## src/rtl/spi_fclk_pkg.sv

```systemverilog
package spi_fclk_pkg;

   // action the phase accumulator takes on the coming edge
   typedef enum logic [1:0] {
      ACC_HOLD  = 2'd0,
      ACC_CLEAR = 2'd1,
      ACC_STEP  = 2'd2
   } acc_op_e;

endpackage

```

## src/rtl/fclk_word_clamp.sv

```systemverilog
module fclk_word_clamp #(
   parameter int WORD_W   = 14,
   parameter int ACC_W    = 11,
   parameter bit CLAMP_EN = 1'b1
) (
   input  logic [WORD_W-1:0] word_in,
   output logic [ACC_W-1:0]  step_out
);
   localparam int HALF = 1 << (ACC_W - 1);
   localparam logic [WORD_W-1:0] HALF_W = WORD_W'(HALF);

   generate
      if (WORD_W < ACC_W) begin : g_bad_width
         $error("fclk_word_clamp: WORD_W must be at least ACC_W");
      end
      if (CLAMP_EN) begin : g_clamp
         // limit the step to half a turn: at most one edge per cycle
         always_comb begin
            if (word_in > HALF_W) step_out = ACC_W'(HALF);
            else                  step_out = word_in[ACC_W-1:0];
         end
      end else begin : g_wrap
         assign step_out = word_in[ACC_W-1:0];
      end
   endgenerate
endmodule

```

## src/rtl/fclk_phase_acc.sv

```systemverilog
module fclk_phase_acc
   import spi_fclk_pkg::*;
#(
   parameter int ACC_W = 11
) (
   input  logic             clk,
   input  logic             rst_n,
   input  logic             gate_en,
   input  logic             run,
   input  logic             restart_en,
   input  logic [ACC_W-1:0] step,
   output logic             ph_cur,
   output logic             ph_nxt
);
   localparam int MSB = ACC_W - 1;

   logic [ACC_W-1:0] acc_q, acc_d;
   logic             run_q;
   logic             xfer_start;
   acc_op_e          op;

   generate
      if (ACC_W < 2) begin : g_bad_acc
         $error("fclk_phase_acc: ACC_W must be at least 2");
      end
   endgenerate

   assign xfer_start = run & ~run_q;
   assign ph_cur     = acc_q[MSB];

   always_comb begin
      if (!gate_en)                       op = ACC_CLEAR;
      else if (xfer_start && restart_en)  op = ACC_CLEAR;
      else if (run || ph_cur)             op = ACC_STEP;   // finish active half after stop
      else                                op = ACC_HOLD;
   end

   always_comb begin
      case (op)
         ACC_CLEAR: acc_d = '0;
         ACC_STEP:  acc_d = acc_q + step;
         default:   acc_d = acc_q;
      endcase
   end

   assign ph_nxt = acc_d[MSB];

   always_ff @(posedge clk) begin
      if (!rst_n) begin
         acc_q <= '0;
         run_q <= 1'b0;
      end else begin
         acc_q <= acc_d;
         run_q <= run;
      end
   end

   // disabling the gate clears the phase
   a_r2_gate_clear: assert property (@(posedge clk) disable iff (!rst_n)
      !gate_en |=> (acc_q == '0));

   // a zero step freezes the phase
   a_r7_zero_hold: assert property (@(posedge clk) disable iff (!rst_n)
      (gate_en && step == '0 && !(xfer_start && restart_en)) |=> $stable(acc_q));

   // once parked with run low, the phase stays in the idle half
   a_r10_park: assert property (@(posedge clk) disable iff (!rst_n)
      (!run && !ph_cur) |=> !ph_cur);

   // restart at transfer start leaves a zero phase
   a_r8_restart_zero: assert property (@(posedge clk) disable iff (!rst_n)
      (gate_en && restart_en && run && !run_q) |=> (acc_q == '0));
endmodule

```

## src/rtl/fclk_edge_out.sv

```systemverilog
module fclk_edge_out (
   input  logic clk,
   input  logic rst_n,
   input  logic gate_en,
   input  logic cpol,
   input  logic ph_cur,
   input  logic ph_nxt,
   output logic sck,
   output logic rise_stb,
   output logic fall_stb
);
   logic lvl_nxt, flip;

   assign sck     = cpol ^ ph_cur;
   assign lvl_nxt = cpol ^ ph_nxt;
   assign flip    = gate_en & (ph_nxt != ph_cur);

   always_ff @(posedge clk) begin
      if (!rst_n) begin
         rise_stb <= 1'b0;
         fall_stb <= 1'b0;
      end else begin
         rise_stb <= flip &  lvl_nxt;
         fall_stb <= flip & ~lvl_nxt;
      end
   end

   // strobes are exclusive and last a single cycle
   a_r5_exclusive: assert property (@(posedge clk) disable iff (!rst_n)
      !(rise_stb && fall_stb));
   a_r5_single_rise: assert property (@(posedge clk) disable iff (!rst_n)
      rise_stb |=> !rise_stb);
   a_r5_single_fall: assert property (@(posedge clk) disable iff (!rst_n)
      fall_stb |=> !fall_stb);

   // strobe matches the new pin level
   a_r5_rise_level: assert property (@(posedge clk) disable iff (!rst_n)
      (rise_stb && $stable(cpol)) |-> sck);
   a_r5_fall_level: assert property (@(posedge clk) disable iff (!rst_n)
      (fall_stb && $stable(cpol)) |-> !sck);

   // gate low silences the strobes and parks the pin
   a_r2_quiet: assert property (@(posedge clk) disable iff (!rst_n)
      !gate_en |=> (!rise_stb && !fall_stb));
   a_r2_idle_level: assert property (@(posedge clk) disable iff (!rst_n)
      (!gate_en && $stable(cpol)) |=> (sck == cpol));
endmodule

```

## src/rtl/spi_frac_clkgen.sv

```systemverilog
module spi_frac_clkgen #(
   parameter int WORD_W   = 14,
   parameter int ACC_W    = 11,
   parameter bit CLAMP_EN = 1'b1
) (
   input  logic              clk,
   input  logic              rst_n,
   input  logic [WORD_W-1:0] freq_word,
   input  logic              restart_en,
   input  logic              cpol,
   input  logic              gate_en,
   input  logic              run,
   output logic              sck,
   output logic              rise_stb,
   output logic              fall_stb
);
   localparam int HALF = 1 << (ACC_W - 1);

   logic [ACC_W-1:0] step;
   logic             ph_cur, ph_nxt;

   fclk_word_clamp #(
      .WORD_W  (WORD_W),
      .ACC_W   (ACC_W),
      .CLAMP_EN(CLAMP_EN)
   ) u_clamp (
      .word_in (freq_word),
      .step_out(step)
   );

   fclk_phase_acc #(
      .ACC_W(ACC_W)
   ) u_acc (
      .clk       (clk),
      .rst_n     (rst_n),
      .gate_en   (gate_en),
      .run       (run),
      .restart_en(restart_en),
      .step      (step),
      .ph_cur    (ph_cur),
      .ph_nxt    (ph_nxt)
   );

   fclk_edge_out u_edge (
      .clk     (clk),
      .rst_n   (rst_n),
      .gate_en (gate_en),
      .cpol    (cpol),
      .ph_cur  (ph_cur),
      .ph_nxt  (ph_nxt),
      .sck     (sck),
      .rise_stb(rise_stb),
      .fall_stb(fall_stb)
   );

   // the step reaching the accumulator never exceeds half a turn
   generate
      if (CLAMP_EN) begin : g_clamp_chk
         a_r6_clamp: assert property (@(posedge clk) disable iff (!rst_n)
            (int'(step) <= HALF));
      end
   endgenerate
endmodule

```

## config.mk

```make
export PLATFORM = sky130hd
export DESIGN_NAME = spi_frac_clkgen
export DESIGN_NICKNAME = d
export VERILOG_FILES = /design/src/rtl/spi_fclk_pkg.sv /design/src/rtl/fclk_word_clamp.sv /design/src/rtl/fclk_phase_acc.sv /design/src/rtl/fclk_edge_out.sv /design/src/rtl/spi_frac_clkgen.sv
export SDC_FILE = /design/constraint.sdc
export NUM_CORES = 1
export LEC_CHECK = 0
export ABC_AREA = 1
export BUFFER_PORTS_ARGS = -buffer_cell sky130_fd_sc_hd__buf_2
export CAP_MARGIN = 15
export CORE_MARGIN = 3
export CORE_UTILIZATION = 35
export CTS_BUF_LIST = sky130_fd_sc_hd__clkbuf_16
export CTS_CLUSTER_DIAMETER = 50
export DETAILED_ROUTE_END_ITERATION = 10
export GPL_ROUTABILITY_DRIVEN = 1
export HOLD_SLACK_MARGIN = 0.1
export PLACE_DENSITY_LB_ADDON = 0.2
export SYNTH_ARGS = -nofsm -noshare
export SYNTH_HDL_FRONTEND = slang
export SYNTH_SLANG_ARGS = --single-unit
```

## constraint.sdc

```tcl
create_clock -name clk -period 3.54 [get_ports clk]
set_input_delay 0.708 -clock clk [delete_from_list [all_inputs] [get_ports clk]]
set_output_delay 0.708 -clock clk [all_outputs]
set_load 0.03 [all_outputs]
```

---- Word-level counts from Yosys, hierarchy flattened ----
Cells that the tools add are included.
operators by class
  $add $sub $neg .......................... 1
  order comparisons ....................... 1
  equal/unequal tests ..................... 3
  muxes and demuxes ....................... 5
  bitwise operators ....................... 8
  reduce and logical (&&, ||, !) cells .... 3
operators by type and width
  kind                                                                               number
  11-bit one-hot mux with 2 select lines                                             1
  14-bit by 11-bit greater-than comparator with 1-bit output, second input constant  1
  11-bit adder                                                                       1
  11-bit two-way mux                                                                 1
  2-bit two-way mux                                                                  3
  1-bit bitwise AND                                                                  4
  2-bit by 1-bit == test with 1-bit output, second input constant                    1
  2-bit == test, second input constant                                               1
  1-bit inverter                                                                     2
  2-bit nonzero test                                                                 1
  1-bit bitwise XOR                                                                  2
  1-bit logical AND                                                                  1
  1-bit logical OR                                                                   1
  1-bit inequality test                                                              1
storage, ports and cells
  flip-flop bits (word level) ............. 14
  output and inout port bits .............. 3

---- Logic depth before layout (Yosys ltp) ----
Gate-level depths: netlist of run 1.
  depth in word-level cells ............... 10
  gate-level depth with buffers ........... 18

---- By module ----
Synthesis of run 1 repeated with hierarchy kept, for this count alone.
second synthesis, totals
  cell total of the unflattened synthesis .. 213
  area, all modules ....................... 1315.0 um^2
by module, submodules not included
  module           instances  cells an instance  area each (um^2)  seq. area each (um^2)
  fclk_phase_acc   1          159                1033.5            240.2
  fclk_word_clamp  1          37                 168.9             0.0
  fclk_edge_out    1          17                 112.6             40.0

---- Worst setup path after synthesis of run 1 ----
Ideal clock, no wire load.
  kind .................................... input to register
  start point ............................. input freq_word[2]
  end point ............................... register u_edge.fall_stb
  setup time .............................. 0.111 ns
  arrival time ............................ 2.595 ns
  data required time ...................... 3.429 ns
  setup slack ............................. 0.834 ns
  stages .................................. 16
  buffers on the path ..................... 0
  path through ............................ nor4_1 -> nand3_1 -> o21ai_1 -> nand3b_1 -> nor2_1 -> ha_1 -> nand2_2 -> inv_1 -> a21oi_2 -> nand3_2 -> nand2_2 -> nand3_4 -> nand2_2 -> nand2_1 -> nand2_1 -> nor2_1
between the ends
  word-level cells in the longest chain between the ends .. 7
  elaborated cells between the ends (all ways) .. 9
RTL lines
  what                                                               RTL line                                  text
  start, declared                                                    spi_frac_clkgen.sv:8                      input logic [WORD_W-1:0] freq_word,
  14-bit by 11-bit greater-than comparator with 1-bit output         fclk_word_clamp.sv:19                     if (word_in > HALF_W) step_out = ACC_W'(HALF);
  11-bit two-way mux *                                               fclk_word_clamp.sv:19
  11-bit adder *                                                     fclk_phase_acc.sv:41                      ACC_STEP: acc_d = acc_q + step;
  11-bit one-hot mux with 2 select lines *                           fclk_phase_acc.sv:39                      case (op)
  1-bit inequality test / 1-bit bitwise XOR (equally long branches)  fclk_edge_out.sv:16, fclk_edge_out.sv:15
  1-bit bitwise AND / 1-bit inverter (equally long branches)         fclk_edge_out.sv:16, fclk_edge_out.sv:24
  1-bit bitwise AND *                                                fclk_edge_out.sv:24                       fall_stb <= flip & ~lvl_nxt;
  end signal, assigned                                               fclk_edge_out.sv:24
  end, declared                                                      fclk_edge_out.sv:10                       output logic fall_stb
Every way passes the cells marked *; elsewhere a longest branch is shown, timed or not.
A chain may end at the register's enable or synchronous reset.

---- Worst setup path in the final report of run 1 ----
Same ends and word-level chain as after synthesis.

==> results of run 1 <==
[state kept, by name, indices dropped and copies added, names as in the netlist]
register	cells
u_acc.run_q	1
u_edge.rise_stb	1
u_edge.fall_stb	1
u_acc.acc_q	11
[final cells by class]
| cell class | count | area share (%) |
|---|---|---|
| multi-input combinational | 146 | 57.1 |
| tap | 44 | 3.77 |
| sequential | 14 | 19.2 |
| clock buffer | 3 | 5.15 |
| timing repair buffer | 22 | 7.55 |
| inverter | 28 | 7.20 |
[cells by family after synthesis]
kind of cell / after synthesis
buf+inv: 31
compound gates: 33
flops: 14
fa+ha+maj: 12
simple gates: 100
xor+xnor: 1
[cell usage in the layout (no fill, tap or decap), types with 4 or more instances in the layout]
cell      n
nand2_1  50
ha_1     11
nand2_2   5
nand3_1  12
a21oi_1  16
inv_1    27
nor2_1   20
dfxtp_1  14
buf_2    22
o21ai_1   4
[worst min path at each step]
stage / startpoint / to / slack, ns / depth (start not counted)
2_1_floorplan: u_acc.acc_q[2] / u_acc.acc_q[2] / 0.44 / 2
3_3_place_gp: u_acc.acc_q[2] / u_acc.acc_q[2] / 0.45 / 2
3_5_place_dp: u_acc.acc_q[2] / u_acc.acc_q[2] / 0.46 / 2
4_1_cts: u_acc.acc_q[2] / u_acc.acc_q[2] / 0.47 / 2
5_1_grt: u_acc.acc_q[2] / u_acc.acc_q[2] / 0.48 / 2
6_report: u_acc.acc_q[2] / u_acc.acc_q[2] / 0.46 / 2
[stage by stage]
step	setup slack, ns	instances	instance area [um^2]	util (%)
after floorplan	0.834	191	1230	-
after global placement	0.412	254	1380	43.2
after detailed placement	0.395	254	1380	43.2
after CTS	0.645	257	1460	45.5
after global routing	0.373	257	1460	45.5
final	0.625	257	1460	45.5
[power by group through the flow]
stage	clock network [mW]	registers, mW	logic, mW
final	0.209	0.160	0.0528
after global routing	0.225	0.160	0.0602
after CTS	0.218	0.160	0.0533
after detailed placement	0	0.163	0.0531
after global placement	0	0.163	0.0544
after floorplan	0	0.164	0.0323
[critical path, delay by kind of cell]
| kind | cells | cell delay (ns) |
|---|---|---|
| compound gates | 1 | 0.13 |
| fa+ha+maj | 1 | 0.31 |
| buf+inv | 2 | 0.14 |
| simple gates | 15 | 1.75 |
[layer usage]
layer / track usage, % / vias up
li1: - / 662
met4: 2.33 / 0
met5: 0 / -
met1: 19.7 / 506
met2: 24.1 / 33
met3: 3.42 / 2
==> results_dict.tcl, run 1 <==
set metrics [dict create \
    synthXorXnorAreaFrac_pct 0.711 \
    fin_tns_setup_ns 0 \
    maxSlewHeadroom_pct 68.1 \
    via_per_inst 4.68 \
    seq_area_frac_synth_pct 22.8 \
    fp.dieW_um 65.3 \
    cp_cell_sequence "buf_2 > nor4_1 > nand3_1 > o21ai_1 > nand3b_1 > nor2_1 > ha_1 > nand2_2 > inv_1 > nand2_1 > nand2_1 > nand2_1 > nand3_2 > nand2_2 > nand3_4 > nand2_2 > nand2_1 > nand2_1 > nor2_1" \
    whs_ns 0.463 \
    chipHeight_um 65.3 \
    clock_power_share_pct 49.5 \
    synth-simple-area-share_pct 38.3 \
    post-route-period-util_pct 82.4 \
    cts_buffers 3 \
    crit_arrival_ns 3.05 \
    pwr_density_cell_nw_per_um2 289 \
    antenna_found_initial 0 \
    leakagePower_nw 0.767 \
    fmax_mhz 343 \
    maxCapViolCount 0 \
    rsz0062_at_grt "no" \
    clk_path_buf_depth 2 \
    synth-seq-cells 14 \
    met1Wirelength_um 1390 \
    cpPeakStageDelay_ns 0.31 \
    top_layer "met4" \
    yosys-top-cells-count "nand2_1, inv_1, nor2_1" \
    htree_levels 1 \
    dr_wl_met3_um 171 \
    syn_avg_cell_area_um2 6.45 \
    dr_wl_met2_um 1310 \
    drtIter0Drc 56 \
    drc 0 \
    initial_core_util_pct 38.4 \
    nFillCells 361 \
    cp-start-kind "primary input" \
    drive_above_1_share_pct 19.7 \
    die_area_um2 4270 \
    ctsResizeCount 0 \
    register_area_um2 280 \
    critPathKind "primary input to flop" \
    firstDrtPassIters 5 \
    synthCells 191 \
    gp_congestion 0.859 \
    r2r_slack_ns 1.60 \
    pwr-share-seq_pct 38.0 \
    syn_area_um2 1230 \
    muxShareOfSynthArea_pct 0 \
    grt_pass1_vias 1090 \
    path_common_cell "nand2_1" \
    yosys_most_used_dff "dfxtp_1" \
    reg2reg_depth 9 \
    dp_hpwl_um 2350 \
    comb_power_share_pct 12.5 \
    cp_slowest_cell "ha_1" \
    antenna_cells 0 \
    hold_buffers 0 \
    ant_nets 0 \
    nets 247 \
    hold_viol 0 \
    finalSetupViolations 0 \
    drv_slew 0 \
    grt_usage_pct 14.6 \
    crit_fanout 10 \
    rows 20 \
    ys_async_sr_fraction_pct 0 \
    crit_start "freq_word[2]" \
    syn_nets 223 \
    status "finished, final reports clean" \
    cts.sinks 14 \
    yosysWarnings 0 \
    area_growth_pct 18.5 \
    numPortBuffers 22 \
    multiInputGateArea_um2 833 \
    critPathRequiredTime_ns 3.68 \
    reg2reg_to "u_edge.fall_stb" \
    hp-class "flop to flop" \
    core_area_um2 3200 \
    grt_overflow 0 \
    synth_most_common_cell "nand2_1" \
    synth_cell_types 32 \
    post-cts-setup-buffers 0 \
    worstMarginPinSlew_ns 0.478 \
    p_sw_share_pct 22.7 \
    p_sw_mw 0.0956 \
    root_buffer "clkbuf_16" \
    cts_tree "built" \
    drt-wirelength-per-cell_um 11.2 \
    p_int_mw 0.326 \
    io_pins 23 \
    synthTopCellsByArea "dfxtp_1, nand2_1, ha_1" \
    period_minus_slack_ns 2.92 \
    drt_wl_total_um 2890 \
    vdd_drop_max_v 0.000240 \
    r2r-start "u_acc.acc_q[10]" \
    yosysTopAreaCell "dfxtp_1" \
    grt_pass1_wl_um 4850 \
    power_mw 0.422 \
    clk_pin_slew_ns 0.05 \
    synth_top_family_by_area "simple AND/OR/NAND/NOR gates" \
    synth_top_area_share_pct 22.8 \
    via_count 1203 \
    clk_latency_ns 0.24 \
    endpoint "u_edge.fall_stb" \
    finalClockSkew_ns 0.00263 \
    yosys.area_share.adder_pct 12.8 \
    synth_edf_count 0 \
    grt_max_degree 13 \
    cp-end-kind "flop" \
    synth_compound_area_share_pct 15.9 \
]
Power figures use the tool's default switching activity.
==> run 2: changes to the inputs <==
==> constraint.sdc (replaced) <==
create_clock -name clk -period 2.7 [get_ports clk]
set_input_delay 0.54 -clock clk [delete_from_list [all_inputs] [get_ports clk]]
set_output_delay 0.54 -clock clk [all_outputs]
set_load 0.03 [all_outputs]
==> results_dict.tcl, run 2 (synthesized netlist as in run 1, its figures left out) <==
set metrics [dict create \
    numPortBuffers 22 \
    pwr_density_cell_nw_per_um2 327 \
    grt_overflow 0 \
    maxCapViolCount 0 \
    drc 0 \
    cp-end-kind "flop" \
    cts_buffers 3 \
    hold_buffers 0 \
    dp_hpwl_um 2480 \
    finalClockSkew_ns 0.00198 \
    leakagePower_nw 0.895 \
    clk_pin_slew_ns 0.05 \
    met1Wirelength_um 1640 \
    firstDrtPassIters 4 \
    dr_wl_met3_um 134 \
    crit_arrival_ns 2.72 \
    whs_ns 0.464 \
    dpl_worst_slack_ns -0.142 \
    io_pins 23 \
    antenna_found_initial 0 \
    period_minus_slack_ns 2.54 \
    fmax_mhz 394 \
    finalSetupViolations 0 \
    rsz0062_at_grt "yes" \
    area_growth_pct 47.0 \
    grt_pass1_wl_um 5430 \
    drv_slew 0 \
    register_area_um2 280 \
    drive_above_1_share_pct 36.1 \
    post-route-period-util_pct 94.0 \
    grt_usage_pct 16.3 \
    cts_tree "built" \
    chipHeight_um 65.3 \
    via_count 1329 \
    fp.dieW_um 65.3 \
    ant_nets 0 \
    die_area_um2 4270 \
    nets 266 \
    hp-class "flop to flop" \
    crit_fanout 5 \
    critPathKind "primary input to flop" \
    worstMarginPinSlew_ns 0.408 \
    rows 20 \
    top_layer "met4" \
    largest-register "u_acc.acc_q" \
    gp_congestion 0.846 \
    largest_reg_flops 11 \
    mostFrequentLayoutCells "nand2_1, inv_1, buf_2, buf_4" \
    clk_path_buf_depth 2 \
    antenna_cells 0 \
    setup_slack_ns 0.162 \
    finalInstanceArea_um2 1810 \
    core_area_um2 3200 \
    placed_cell_area_um2 1500 \
    multiInputGateArea_um2 1010 \
    htree_levels 1 \
    cts.sinks 14 \
    vdd_drop_max_v 0.000400 \
    grt_max_degree 12 \
    drtIter0Drc 51 \
    hold_viol 0 \
    drt-wirelength-per-cell_um 12.5 \
    dr_wl_met2_um 1640 \
    clk_latency_ns 0.25 \
    maxSlewHeadroom_pct 72.7 \
    critPathRequiredTime_ns 2.89 \
    root_buffer "clkbuf_16" \
    status "finished, final reports clean" \
    via_per_inst 4.80 \
    drt_wl_total_um 3460 \
    final_common_cell "nand2_1" \
    nFillCells 334 \
    initial_core_util_pct 38.4 \
    grt_pass1_vias 1219 \
    cp-start-kind "primary input" \
    final_core_util_pct 56.5 \
]
[run 2: cell count changes in the layout (fill, tap and decap cells not counted), sizes merged]
cell,delta
clkinv,+1
buf,+19
[run 2: per-layer routing]
metal,GRT usage [%],vias up
li1,-,704
met1,23.3,597
met2,25.2,22
met3,3.08,6
met4,3.89,0
met5,0,-
[run 2: worst paths after layout]
| check | start | end | slack, ns | cells after the start |
|---|---|---|---|---|
| worst max-delay path | freq_word[2] | u_edge.fall_stb | 0.16 | 17 |
| worst min-delay path | u_acc.acc_q[2] | u_acc.acc_q[2] | 0.46 | 2 |
| worst max register to register | u_acc.acc_q[10] | u_edge.fall_stb | 0.79 | 8 |
| worst min register to register | u_acc.acc_q[2] | u_acc.acc_q[2] | 0.46 | 2 |
[run 2: worst max-delay path, stage by stage]
cell      delay, ns
buf_8          0.10
nor4_4         0.26
nand3_1        0.11
o21ai_1        0.13
nand3b_1       0.15
buf_6          0.19
nor2_2         0.13
ha_4           0.22
nand2_2        0.10
inv_2          0.05
a21oi_4        0.15
nand3_2        0.09
nand2_2        0.08
nand3_4        0.10
a21oi_2        0.15
nand2_1        0.07
nor2_1         0.09
[run 2: power breakdown]
part / internal [mW] / switching [mW] / leakage, nW
sequential: 0.209 / 0.00123 / 0.113
clock: 0.196 / 0.0921 / 0.0385
combinational: 0.0385 / 0.0538 / 0.743
[run 2: what timing repair did]
item,4_1_cts,5_1_grt
buffers inserted,0,2
resized for setup,0,43
endpoints found under the setup margin,0,6
[run 2: through the flow]
step,TNS [ns],std cells,power [mW]
global route,-0.0219,277,0.621
CTS,0,274,0.582
global placement,-0.220,270,0.292
detailed placement,-0.326,270,0.291
finish,0,277,0.591
floorplan,0,191,0.257
[run 2: cell type report]
type / instances / share of cell area (%)
multi-input combinational: 146 / 55.8
sequential: 14 / 15.5
timing repair buffer: 41 / 15.5
inverter: 28 / 5.81
clock buffer: 3 / 4.15
tap: 44 / 3.04
clock inverter: 1 / 0.207
==> run 3: changes to the inputs <==
--- a/config.mk
+++ b/config.mk
@@ -9,7 +9,7 @@
 export BUFFER_PORTS_ARGS = -buffer_cell sky130_fd_sc_hd__buf_2
 export CAP_MARGIN = 15
 export CORE_MARGIN = 3
-export CORE_UTILIZATION = 35
+export CORE_UTILIZATION = 55
 export CTS_BUF_LIST = sky130_fd_sc_hd__clkbuf_16
 export CTS_CLUSTER_DIAMETER = 50
 export DETAILED_ROUTE_END_ITERATION = 10
==> results_dict.tcl, run 3 (synthesized netlist as in run 1, its figures left out) <==
set metrics [dict create \
    status "finished, violations left" \
    violations "negative setup slack" \
    hold_viol 0 \
    grt_overflow 0 \
    cp_slowest_cell "nor4_4" \
    drc 0 \
    reg2reg_to "u_acc.acc_q[3]" \
    hold_depth 2 \
    crit_start "freq_word[5]" \
    antenna_found_initial 0 \
    clk_latency_ns 0.25 \
    worstMarginPinSlew_ns 0.523 \
    die_area_um2 2840 \
    nFillCells 131 \
    crit_fanout 5 \
    nets 262 \
    period_minus_slack_ns 2.80 \
    critPathRequiredTime_ns 2.87 \
    ant_nets 0 \
    cpPeakStageDelay_ns 0.27 \
    grt_pass1_wl_um 4970 \
    power_mw 0.587 \
    dpl_worst_slack_ns -0.127 \
    grt_pass1_vias 1228 \
    dp_cells 250 \
    antenna_cells 0 \
    cts.sinks 14 \
    via_per_inst 5.71 \
    rsz0062_at_grt "yes" \
    maxSlewHeadroom_pct 65.2 \
    holdCritStartpoint "u_acc.acc_q[2]" \
    vdd_drop_max_v 0.000338 \
    cp-end-kind "flop" \
    core_area_um2 2040 \
    rows 16 \
    finalSetupViolations 5 \
    maxCapViolCount 0 \
    drt_wl_total_um 3950 \
    cp_cell_sequence "buf_8 > nor4_4 > nand3_1 > o21ai_1 > nand3b_1 > buf_6 > nor2_4 > ha_4 > buf_4 > nand2_2 > nor2_1 > a21o_1 > a21boi_1 > o21ai_0 > a21oi_1" \
    root_buffer "clkbuf_16" \
    grt_usage_pct 24.4 \
    chipHeight_um 53.3 \
    mostFrequentLayoutCells "nand2_1, inv_1, buf_2, nor2_1" \
    clk_path_buf_depth 2 \
    leakagePower_nw 0.860 \
    setup_slack_ns -0.0965 \
    critPathKind "primary input to flop" \
    fmax_mhz 358 \
    htree_levels 1 \
    numPortBuffers 22 \
    clk_pin_slew_ns 0.05 \
    largest-register "u_acc.acc_q" \
    hold-path-endpoint "u_acc.acc_q[2]" \
    final_common_cell "nand2_1" \
    post-route-period-util_pct 104 \
    reg2reg_depth 7 \
    fp.dieW_um 53.3 \
    initial_core_util_pct 60.3 \
    cts_tree "built" \
    gp_congestion 0.958 \
    largest_reg_flops 11 \
    placed_cell_area_um2 1460 \
    r2r-start "u_acc.acc_q[10]" \
    pwr_density_cell_nw_per_um2 348 \
    via_count 1463 \
    r2r_slack_ns 0.54 \
    grt_max_degree 13 \
    fin_cells 256 \
    dp_hpwl_um 2400 \
    io_pins 23 \
    drt-wirelength-per-cell_um 15.4 \
    crit_arrival_ns 2.96 \
    finalClockSkew_ns 0.00122 \
    drive_above_1_share_pct 33.2 \
    firstDrtPassIters 4 \
    cts_buffers 3 \
    drv_slew 0 \
    hp-class "flop to flop" \
    cp-start-kind "primary input" \
    finalInstanceArea_um2 1690 \
    area_growth_pct 37.2 \
    drtIter0Drc 67 \
]
[run 3: cell types whose count changed in the layout (fill, tap and decap cells not counted), sizes merged]
cell,previous run,this run
buf,41,37
[run 3: how the worst max path moves through the flow]
stage,endpoint,slack (ns)
global placement,u_edge.rise_stb,-0.02
global route,u_edge.rise_stb,-0.19
floorplan,u_edge.fall_stb,0.16
finish,u_acc.acc_q[5],-0.1
detailed placement,u_edge.rise_stb,-0.13
CTS,u_edge.rise_stb,0.12
[run 3: worst max-delay path, delay by kind of cell]
kind,cells,cell delay (ns)
AOI/OAI and AO/OA,5,0.82
buffers and inverters,3,0.46
adders and majority gates,1,0.23
and+or+nand+nor,6,0.91
[run 3: metal layers]
metal  track usage (%)  share of wire [%]  vias to the layer above  routed length (um)
li1                  -                  -                      695                   -
met1              29.3                 40                      673                1560
met2              41.4                 49                       76                1940
met3              3.94                7.5                       19                 297
met4              11.9                3.8                        0                 149
met5                 0                  0                        -                   0
[run 3: timing repair]
action	in CTS	in global routing
hold buffers	0	0
endpoints found under the setup margin	0	5
resized for setup	0	32
setup buffers	0	1
[run 3: stage by stage]
step / hold slack, ns / util (%) / setup TNS, ns
floorplan: 0.437 / - / 0
CTS: 0.462 / 75.4 / 0
global route: 0.470 / 82.7 / -1.22
finish: 0.460 / 82.7 / -0.323
global placement: 0.451 / 71.5 / -0.0451
detailed placement: 0.455 / 71.5 / -0.438
[run 3: area by class of cell]
cell class / instances / area (um^2) / share of cell area (%)
multi-input cells: 146 / 945 / 55.9
flip-flops and latches: 14 / 280 / 16.6
repair buffers: 37 / 246 / 14.6
inverters: 28 / 105 / 6.22
clock buffers: 3 / 75.1 / 4.44
well taps: 27 / 33.8 / 2.00
clock inverters: 1 / 3.75 / 0.222
[run 3: where the power goes]
part           switching (mW)  leakage (nW)  internal [mW]
sequential            0.00116         0.113          0.209
clock                  0.0931        0.0385          0.197
combinational          0.0539         0.708         0.0338
total                   0.148         0.860          0.439
